===== config.mk =====
export PLATFORM = sky130hd
export DESIGN_NAME = pwr_seq_ctrl
export DESIGN_NICKNAME = d
export VERILOG_FILES = /design/src/rtl/pwr_seq_pkg.sv /design/src/rtl/pwr_sync.sv /design/src/rtl/pwr_wait_timer.sv /design/src/rtl/pwr_seq_ctrl.sv
export SDC_FILE = /design/constraint.sdc
export NUM_CORES = 1
export LEC_CHECK = 0
export BUFFER_PORTS_ARGS = -buffer_cell sky130_fd_sc_hd__buf_4
export CORE_MARGIN = 5
export CORE_UTILIZATION = 50
export DETAILED_ROUTE_END_ITERATION = 12
export PLACE_DENSITY_LB_ADDON = 0.15
export SYNTH_ARGS = -nofsm -noshare
export SYNTH_HDL_FRONTEND = slang
export SYNTH_SLANG_ARGS = --single-unit

===== constraint.sdc =====
create_clock -name clk -period 2.5 [get_ports clk]
set_clock_uncertainty 0.05 [all_clocks]
set_input_delay 0.125 -clock clk [delete_from_list [all_inputs] [get_ports clk]]
set_output_delay 0.125 -clock clk [all_outputs]
set_load 0.01 [all_outputs]

===== src/rtl/pwr_seq_pkg.sv =====
package pwr_seq_pkg;
  typedef enum logic [1:0] {
    ST_PD    = 2'd0,
    ST_CKRST = 2'd1,
    ST_RUN   = 2'd2,
    ST_FAULT = 2'd3
  } pwr_state_e;
endpackage


===== src/rtl/pwr_sync.sv =====
// Multi-bit, multi-stage synchronizer; every bit is an independent level.
module pwr_sync #(
  parameter int unsigned WIDTH  = 3,
  parameter int unsigned STAGES = 2
) (
  input  logic             clk,
  input  logic             rst,
  input  logic [WIDTH-1:0] d,
  output logic [WIDTH-1:0] q
);
  logic [WIDTH-1:0] stg [STAGES];

  always_ff @(posedge clk) begin
    if (rst) stg[0] <= '0;
    else     stg[0] <= d;
  end

  for (genvar i = 1; i < STAGES; i++) begin : g_stage
    always_ff @(posedge clk) begin
      if (rst) stg[i] <= '0;
      else     stg[i] <= stg[i-1];
    end
  end

  assign q = stg[STAGES-1];
endmodule


===== src/rtl/pwr_wait_timer.sv =====
// Saturating settling counter: restarts on clear, stops at WAIT_CYC.
module pwr_wait_timer #(
  parameter int unsigned WAIT_CYC = 100000
) (
  input  logic clk,
  input  logic rst,
  input  logic clear,
  output logic done
);
  localparam int unsigned CW = $clog2(WAIT_CYC + 1);
  localparam logic [CW-1:0] LIMIT = CW'(WAIT_CYC);

  logic [CW-1:0] cnt;

  always_ff @(posedge clk) begin
    if (rst || clear)   cnt <= '0;
    else if (cnt != LIMIT) cnt <= cnt + 1'b1;
  end

  assign done = (cnt == LIMIT);


  cnt_bound_chk: assert property (@(posedge clk) disable iff (rst)
    cnt <= LIMIT);
endmodule


===== src/rtl/pwr_seq_ctrl.sv =====
module pwr_seq_ctrl
  import pwr_seq_pkg::*;
#(
  parameter int unsigned CLK_HZ      = 100_000_000,
  parameter int unsigned WAIT_MS     = 1,
  parameter int unsigned SYNC_STAGES = 2
) (
  input  logic       clk,
  input  logic       rst,
  input  logic       pdn_n_pin,
  input  logic       ocp_flag,
  input  logic       ovp_flag,
  input  logic       ckrel_wr,
  input  logic       ckrel_wdata,
  output logic       ldo_ref_en,
  output logic       clk_run_en,
  output logic       conv_en,
  output logic       cfg_ready,
  output logic       ckrel_q,
  output logic [1:0] pwr_state
);
  localparam int unsigned WAIT_CYC = (CLK_HZ / 1000) * WAIT_MS;

  logic [2:0] raw_in, sync_out;
  logic       pin_s, pin_d, pin_rise, flt_s, tmr_clear, tmr_done, on_n;
  pwr_state_e state_q, state_n;

  assign raw_in = {ovp_flag, ocp_flag, pdn_n_pin};

  pwr_sync #(.WIDTH(3), .STAGES(SYNC_STAGES)) u_sync (
    .clk(clk), .rst(rst), .d(raw_in), .q(sync_out)
  );

  assign pin_s = sync_out[0];
  assign flt_s = sync_out[1] | sync_out[2];

  always_ff @(posedge clk) begin
    if (rst) pin_d <= 1'b0;
    else     pin_d <= pin_s;
  end
  assign pin_rise = pin_s & ~pin_d;

  assign tmr_clear = ~pin_s | pin_rise | (state_q == ST_FAULT);

  pwr_wait_timer #(.WAIT_CYC(WAIT_CYC)) u_timer (
    .clk(clk), .rst(rst), .clear(tmr_clear), .done(tmr_done)
  );

  always_comb begin
    state_n = state_q;
    if (!pin_s)     state_n = ST_PD;
    else if (flt_s) state_n = ST_FAULT;
    else begin
      case (state_q)
        ST_PD:    if (pin_rise) state_n = ST_CKRST;
        ST_CKRST: if (ckrel_q)  state_n = ST_RUN;
        ST_RUN:   if (!ckrel_q) state_n = ST_CKRST;
        default:  state_n = ST_FAULT;
      endcase
    end
  end

  assign on_n = (state_n == ST_CKRST) || (state_n == ST_RUN);

  always_ff @(posedge clk) begin
    if (rst) begin
      state_q    <= ST_PD;
      ldo_ref_en <= 1'b0;
      clk_run_en <= 1'b0;
      conv_en    <= 1'b0;
      cfg_ready  <= 1'b0;
      ckrel_q    <= 1'b0;
    end else begin
      state_q    <= state_n;
      ldo_ref_en <= on_n;
      clk_run_en <= (state_n == ST_RUN);
      conv_en    <= (state_n == ST_RUN);
      cfg_ready  <= on_n && tmr_done;
      if (!on_n)                      ckrel_q <= 1'b0;
      else if (ckrel_wr && cfg_ready) ckrel_q <= ckrel_wdata;
    end
  end

  assign pwr_state = state_q;


  pd_follow_chk: assert property (@(posedge clk) disable iff (rst)
    !pin_s |=> state_q == ST_PD);

  fault_entry_chk: assert property (@(posedge clk) disable iff (rst)
    (pin_s && flt_s) |=> state_q == ST_FAULT);

  fault_hold_chk: assert property (@(posedge clk) disable iff (rst)
    (state_q == ST_FAULT && pin_s) |=> state_q == ST_FAULT);

  ckrel_guard_chk: assert property (@(posedge clk) disable iff (rst)
    (!cfg_ready && !ckrel_q) |=> !ckrel_q);

  run_gate_chk: assert property (@(posedge clk) disable iff (rst)
    clk_run_en |-> ldo_ref_en);

  ready_state_chk: assert property (@(posedge clk) disable iff (rst)
    cfg_ready |-> (state_q == ST_CKRST || state_q == ST_RUN));
endmodule


# Yosys cells after proc, flatten, opt, wreduce, memory -nomap -nowiden
# Memory sizes are Yosys's and may differ from the RTL's.
# Index checks and enable logic that the tools add are counted.
classes:
  addsub: 1
  n_eq_ne: 7
  muxes: 11
  bitwise_logic: 9
  n_reduce_logical: 6
op_table:
  columns: ["operator", "n"]
  rows:
  - ["17-bit by 1-bit adder with 17-bit output (second input constant)", 1]
  - ["17-bit == test (second input constant)", 1]
  - ["17-bit != test (second input constant)", 1]
  - ["2-bit 2-to-1 mux", 5]
  - ["2-bit == test (second input constant)", 3]
  - ["3-bit 2-to-1 mux", 2]
  - ["2-bit case mux with 3 select lines", 1]
  - ["1-bit bitwise OR", 5]
  - ["2-bit by 1-bit == test with 1-bit output (second input constant)", 2]
  - ["1-bit 2-to-1 mux", 3]
  - ["1-bit inverter", 3]
  - ["1-bit logical AND", 2]
  - ["2-bit zero test", 1]
  - ["1-bit logical OR", 2]
  - ["2-bit OR reduction", 1]
  - ["1-bit bitwise AND", 1]
totals:
  ff_bits: 24
  ramBits: 6
  inputBits: 7
  output_inout_bits: 7
  n_memories: 1
mem_list:
  columns: ["name", "words", "width", "read_ports", "rd_clocked_by_memory_dff", "wr", "line_no", "rtl"]
  rows:
  - ["u_sync.stg", 2, 3, 2, 0, 2, "pwr_sync.sv:11", "logic [WIDTH-1:0] stg [STAGES];"]

# Logic depth before layout (Yosys ltp)
# Gate-level depths: netlist (run 1).
depth:
  depth_word: 10
  depth_mapped: 6
  ltp_nobuf: 6

# Cells and area by module
# From an unflattened synthesis (run 1), not the netlist that was laid out.
hier_totals:
  hier_cells: 136
  area_unflattened_um2: 1305.0
modules_own_cells:
  columns: ["mod", "n_inst", "cells_each", "area_each_um2"]
  rows:
  - ["pwr_wait_timer", 1, 97, 854.6]
  - ["pwr_seq_ctrl", 1, 27, 292.8]
  - ["pwr_sync", 1, 12, 157.7]

# Least setup slack after synthesis (run 1)
# No wires, ideal clock.
synth_path:
  path_kind: "register -> register"
  startpoint: "register state_q[1] (netlist: pwr_state[1])"
  endpoint: "register cfg_ready"
  setup_ps: 80
  arrival_ps: 1345
  required_time_ps: 2370
  setup_slack_ps: 1025
  path_stages_with_launch: 7
  n_path_buf: 0
  synth_period_minus_slack_ps: 1475
  cell_sequence: "dfxtp_1 > nor2_1 > a22oi_1 > nor3_1 > nand2b_1 > ha_1 > nor3_1"
synth_between:
  elab_chain_cells: 7
  elab_cells_between_ends: 13
  classes_between: "eq/ne: 4; mux: 6; reduce/logical: 3"
synth_lines:
  columns: ["element", "line_no", "rtl"]
  rows:
  - ["start: declaration", "pwr_seq_ctrl.sv:26", "pwr_state_e state_q, state_n;"]
  - ["start signal: assignment", "pwr_seq_ctrl.sv:74", "state_q <= state_n;"]
  - ["2-bit == test, or another cell as far along", "pwr_seq_ctrl.sv:54", "case (state_q)"]
  - ["2-bit case mux with 3 select lines *", "pwr_seq_ctrl.sv:54", null]
  - ["2-bit 2-to-1 mux *", "pwr_seq_ctrl.sv:52", "else if (flt_s) state_n = ST_FAULT;"]
  - ["2-bit 2-to-1 mux *", "pwr_seq_ctrl.sv:51", "if (!pin_s) state_n = ST_PD;"]
  - ["2-bit by 1-bit == test with 1-bit output / 2-bit == test (equally long branches)", "pwr_seq_ctrl.sv:63", "assign on_n = (state_n == ST_CKRST) || (state_n == ST_RUN);"]
  - ["1-bit logical OR *", "pwr_seq_ctrl.sv:63", null]
  - ["1-bit logical AND *", "pwr_seq_ctrl.sv:78", "cfg_ready <= on_n && tmr_done;"]
  - ["end signal: assignment", "pwr_seq_ctrl.sv:78", null]
  - ["end: declaration", "pwr_seq_ctrl.sv:18", "output logic cfg_ready,"]
# Mark *: on every way between the ends. The rest lies on a longest branch, timed or not.
# A chain may end at the register's enable or synchronous reset.

# Final worst setup path (run 1)
layout_path:
  startpoint: "input port rst"
  endpoint: "register u_timer.cnt[16]"
layout_between:
  elab_chain_cells: 1
layout_lines:
  columns: ["element", "line_no", "rtl"]
  rows:
  - ["start: declaration", "pwr_seq_ctrl.sv:9", "input logic rst,"]
  - ["1-bit logical OR", "pwr_wait_timer.sv:16", "if (rst || clear) cnt <= '0;"]
  - ["end signal: assignment", "pwr_wait_timer.sv:17", "else if (cnt != LIMIT) cnt <= cnt + 1'b1;"]
  - ["end: declaration", "pwr_wait_timer.sv:13", "logic [CW-1:0] cnt;"]
# Every way passes these cells.

==> impl_metrics.csv, run 1 <==
group,metric,value,unit
run_status,status,"complete, no violations",
placed_design,dp.cells,176,
grt,track_usage,14.2,%
power_and_ir_drop,peakVddDrop,0.402,mV
grt,grt_max_degree,18,
routing,wl_per_cell,11.7,um
sta,setup_ws,0.856,ns
grt,gr-total-overflow,0,
logic_synthesis,synth_edf_count,0,
logic_synthesis,synth-seq-cells,30,
routing,num_vias,980,
power_and_ir_drop,clockPowerShare,33.2,%
floorplanning,start_util,51.7,%
grt,grt.busiest_layer,"met2",
logic_synthesis,synthFlopType,"dfxtp_1",
clocking,cts_tree,"built",
logic_synthesis,synth_xor_area_share,7.59,%
sta,slew_viol_final,0,
routing,drt-pass1-iter-count,4,
critical_path,required,2.69,ns
power_and_ir_drop,internal-power,604,uW
logic_synthesis,synthMuxAreaShare,1.58,%
power_and_ir_drop,seqPwrFrac,62.9,%
routing,drt_iter0_drc,29,
job,cap_violations,0,
floorplanning,die_area,0.00364,sq mm
routing,drc,0,
logic_synthesis,syn_nets,146,
placed_design,hpwl,1590,um
sta,hold_ws,0.0277,ns
clocking,clkTransAtPathRegs,0.09,ns
logic_synthesis,synth.distinct_cells,33,
logic_synthesis,synth_area_leaders,"dfxtp_1 (47%), nor2_1 (4.7%), xor2_1 (4.1%), nor2b_1 (3.9%), xnor2_1 (3.5%)",
logic_synthesis,syn_inst,136,
logic_synthesis,synth_compound_area_share,5.52,%
sta,rsz0062_at_grt,"false",
grt,grt_pass1_vias,917,
logic_synthesis,synth_top_cell_by_area,"dfxtp_1",
clocking,post_cts_buffers,0,
finish,area_delta_synth_final,18.7,%
routing,viasPerCell,5.16,
sta,hold_violations,0,
floorplanning,die_h,60.4,um
grt,grt_util_met3,5.74,%
critical_path,cp.arrival,1.83,ns
routing,ant_nets,0,
critical_path,critPathCaptureType,"flip-flop",
placed_design,dp_slack,0.936,ns
power_and_ir_drop,power.density,514,mW/mm^2
finish,fin_cells,190,
sta,min_period,1.64,ns
clocking,cts.path.max_buffers,2,
sta,fin_setup_tns,0,ns
logic_synthesis,synthSimpleGateAreaFrac,32.6,%
routing,totalWireLength,2210,um
clocking,numCtsBuffers,5,
sta,slew-limit-headroom,56.3,%
logic_synthesis,synth-seq-area-share,47.3,%
critical_path,cp_max_fo,17,
sta,worst_pin_slew,0.654,ns
power_and_ir_drop,p_sw_share,21.9,%
placed_design,routabilityCongestion,0.732,
power_and_ir_drop,power_frac_comb,3.9,%
logic_synthesis,yosysWarnings,0,
finish,drive_above_1_share,17.5,%
logic_synthesis,syn_avg_cell_area,9.33,sq um
clocking,clockRootBuffer,"clkbuf_4",
sta,min_period_over_period,65.8,%
clocking,h-tree-depth,2,
logic_synthesis,synth_fa_ha_area_share,2.96,%
finish,diodes,0,
logic_synthesis,synth_top_family_by_area,"simple AND/OR/NAND/NOR gates",
critical_path,worst-setup-path-type,"in2reg",
floorplanning,coreArea,0.00245,sq mm
grt,gr-usage-met2,21.5,%
grt,antenna_found_initial,0,
sta,finalSetupViolations,0,
sta,max_freq,608,MHz
floorplanning,ios,14,
logic_synthesis,synth_most_common_cell,"dfxtp_1",
grt,grt_pass1_wl,3850,um
grt,grtUsageMet1,18.1,%
power_and_ir_drop,power_leakage,0.000540,uW
logic_synthesis,synthArstFlopShare,0,%
floorplanning,row_count,18,
logic_synthesis,syn_area,0.00127,sq mm
placed_design,port_buffers,13,
power_and_ir_drop,p_sw,169,uW
critical_path,start_kind,"input port",
logic_synthesis,synth_commonest_cells,"dfxtp_1 (30), nor2_1 (16), nand2_1 (8), nor2b_1 (8)",
min_path,hold_path_class,"in2reg",
clocking,cts.sinks,30,
logic_synthesis,synth_top_area_share,47.3,%
floorplanning,die_w,60.4,um
finish,nets,170,
clocking,clk_latency,0.32,ns
## kinds of logic (layout without fill, tap and decap cells)
logic type,Yosys count,after routing
and+or+nand+nor,70,70
muxes,2,2
xor gates and xnor gates,11,11
buffers and inverters,7,31
AOI/OAI and AO/OA,13,13
adders and majority gates,3,3
DFF,30,30
## through the flow
| step | util (%) | cell area [sq um] | total power, uW |
|---|---|---|---|
| final | 61.4 | 1510 | 774 |
| after global routing | 61.4 | 1510 | 812 |
| after CTS | 61.4 | 1510 | 782 |
| after detailed placement | 56.6 | 1390 | 520 |
| after global placement | 56.6 | 1390 | 519 |
| after floorplan | - | 1270 | 508 |
## layer usage
layer  vias up  part of all wire [%]
met5         -                     0
met4         0                   1.4
met3         5                   5.0
met2        18                    42
met1       438                    51
li1        519                     -
## power groups by stage
stage / Clock, uW / Combinational [uW] / Sequential (uW)
global route: 291 / 33.8 / 488
floorplan: 0 / 10.5 / 498
global placement: 0 / 21.6 / 498
detailed placement: 0 / 21.8 / 498
CTS: 266 / 30.3 / 487
finish: 257 / 30.2 / 486
## layout by cell type, fill, tap and decap left out, drive strengths merged, types with 5 or more instances in the layout
cell / netlist / layout
a21oi: 7 / 7
buf: 1 / 13
clkbuf: 2 / 5
dfxtp: 30 / 30
dlygate4sd3: 0 / 7
nand2: 8 / 8
nand3: 9 / 9
nor2: 16 / 16
nor2b: 8 / 8
nor3: 5 / 5
xnor2: 5 / 5
xor2: 6 / 6
## path summary, 6_finish.rpt
kind         cells after the start  slack (ns)              from          endpoint
max                              6        0.86               rst   u_timer.cnt[16]
min                              3        0.03       ckrel_wdata           ckrel_q
max reg2reg                      6        0.89      pwr_state[0]         cfg_ready
min reg2reg                      1        0.39  u_sync.stg[0][2]  u_sync.stg[1][2]
## cell type report
| class | instances | area, sq um |
|---|---|---|
| clock buffer | 5 | 37.5 |
| clock inverter | 2 | 10.0 |
| fill | 218 | 948 |
| inverter | 4 | 15.0 |
| multi-input combinational | 99 | 638 |
| sequential | 30 | 601 |
| tap | 30 | 37.5 |
| timing repair buffer | 20 | 168 |
## registers in the layout, indices dropped and copies added, names as in the netlist
register     flops
cfg_ready        1
ckrel_q          1
conv_en          1
ldo_ref_en       1
pin_d            1
pwr_state        2
u_sync.stg       6
u_timer.cnt     17
## what timing repair did
action | in CTS | in global routing
gates resized for setup | 0 | 0
hold buffers | 7 | 0
endpoints found under the setup margin | 0 | 0
endpoints found under the hold margin | 10 | 0
## worst max-delay path: stages
cell and delay, ns:
dlygate4sd3_1 0.54, buf_4 0.17, nand2b_1 0.17, inv_1 0.07, nand3_1 0.47, a21oi_1 0.28
Power figures use the tool's default switching activity.
==> inputs of run 2 (changes only) <==
clock period = 1.4 ns   (was 2.5 ns; I/O delays follow)
==> run 2 against run 1 <==
The flow now finishes with violations (negative setup slack); critical path depth is the same; first-iteration DRC count grew 79%; routed wire length grew 53%; utilization grew 20 points; hold slack gained 0.019 ns; die area is the same; highest routed layer unchanged; flip-flop and latch count is the same; final area grew 33%; power grew 140%; critical path type is now reg2reg; sequential power grew 78%; clock-buffer cell count grew 1.
==> impl_metrics.csv, run 2 (synthesis results as in run 1) <==
group,metric,value,unit
floorplanning,coreArea,0.00245,sq mm
routing,drt_iter0_drc,52,
routing,totalWireLength,3400,um
critical_path,start_kind,"flip-flop",
floorplanning,start_util,51.7,%
run_status,violations,"negative setup slack",
clocking,clockRootBuffer,"clkbuf_4",
finish,nets,202,
sta,max_freq,689,MHz
placed_design,dp.cells,200,
clocking,cts_tree,"built",
min_path,hold_path_class,"in2reg",
grt,grt_pass1_vias,1174,
finish,layout_commonest_cell,"buf_4",
finish,fin_cells,223,
finish,area_delta_synth_final,57.9,%
finish,drive_above_1_share,51.3,%
routing,drt-pass1-iter-count,4,
grt,track_usage,19.4,%
sta,finalSetupViolations,4,
clocking,numCtsBuffers,5,
floorplanning,die_w,60.4,um
routing,viasPerCell,5.48,
finish,seqCellArea,627,sq um
power_and_ir_drop,power.density,918,mW/mm^2
sta,rsz0062_at_grt,"true",
routing,drc,0,
floorplanning,die_area,0.00364,sq mm
run_status,status,"complete, but fails checks",
clocking,clk_latency,0.33,ns
critical_path,cp.arrival,1.66,ns
routing,num_vias,1221,
routing,ant_nets,0,
critical_path,required,1.61,ns
placed_design,port_buffers,13,
critical_path,critPathCaptureType,"flip-flop",
placed_design,routabilityCongestion,0.765,
sta,min_period,1.45,ns
finish,diodes,0,
power_and_ir_drop,power_leakage,0.000790,uW
job,cap_violations,0,
finish,largest_reg_flops,17,
grt,gr-total-overflow,0,
critical_path,cp_max_fo,4,
sta,worst_pin_slew,0.261,ns
sta,slew_viol_final,0,
routing,wl_per_cell,15.2,um
finish,fillers,148,
clocking,clkTransAtPathRegs,0.10,ns
floorplanning,die_h,60.4,um
placed_design,hpwl,1940,um
clocking,h-tree-depth,2,
sta,min_period_over_period,104,%
finish,final_cell_mix,"buf_4 (43), nor2_1 (15), dfxtp_1 (15), dfxtp_2 (12)",
finish,multi_input_area,797,sq um
grt,antenna_found_initial,0,
floorplanning,row_count,18,
grt,grt_max_degree,18,
clocking,cts.sinks,30,
sta,hold_violations,0,
grt,grt_pass1_wl,5060,um
sta,slew-limit-headroom,82.5,%
clocking,cts.path.max_buffers,2,
power_and_ir_drop,peakVddDrop,1.09,mV
floorplanning,ios,14,
finish,top_register,"u_timer.cnt",
critical_path,worst-setup-path-type,"reg2reg",
sta,setup_ws,-0.0521,ns
finish,utilization,81.6,%
[run 2: metrics by stage]
step / power (uW) / area [sq um] / hold slack, ns / setup TNS [ns] / setup slack, ns
after global routing: 1910 / 2000 / 0.0554 / -0.812 / -0.125
after global placement: 929 / 1580 / 0.230 / -0.329 / -0.130
final: 1840 / 2000 / 0.0465 / -0.122 / -0.0521
after floorplan: 908 / 1280 / 0.148 / -0.000847 / -0.000847
after CTS: 1850 / 1870 / 0.0325 / -0.0616 / -0.0257
after detailed placement: 930 / 1580 / 0.238 / -0.678 / -0.138
[run 2: worst paths after layout]
check | slack (ns) | depth (start not counted) | from | end
min reg2reg | 0.40 | 1 | u_sync.stg[0][2] | u_sync.stg[1][2]
max | -0.05 | 6 | pwr_state[1] | ldo_ref_en
max reg2reg | -0.05 | 6 | pwr_state[1] | ldo_ref_en
min | 0.05 | 3 | ckrel_wdata | ckrel_q
[run 2: routing by layer]
metal,wire length [um],global-route usage [%]
met1,1360,23.5
met2,1770,29.9
met3,176,7.02
met4,87,10.4
met5,0,0
[run 2: where the power goes]
| part | switching (uW) | total, uW | internal, uW |
|---|---|---|---|
| clock | 302 | 907 | 605 |
| sequential | 7.63 | 866 | 858 |
| combinational | 23.6 | 66.1 | 42.4 |
| total | 333 | 1840 | 1510 |
[run 2: repair_timing]
action / in CTS / in global routing
hold buffers: 7 / 0
gates resized for setup: 19 / 24
pin swaps: 16 / 9
hold endpoints to repair: 10 / 0
setup buffers: 6 / 3
setup endpoints to repair: 11 / 13
[run 2: worst max-delay path: stages (launching register included)]
cell	delay (ns)
dfxtp_2	0.38
xor2_1	0.18
a22oi_2	0.08
nor3_2	0.16
nand2b_4	0.17
ha_4	0.21
nor2_1	0.16
[run 2: final cells by class]
type	count	area share [%]
repair buffers	52	20.7
clock inverters	2	3.00
clock buffers	6	2.56
flip-flops and latches	30	31.3
multi-input cells	99	39.8
well taps	30	1.87
inverters	4	0.750
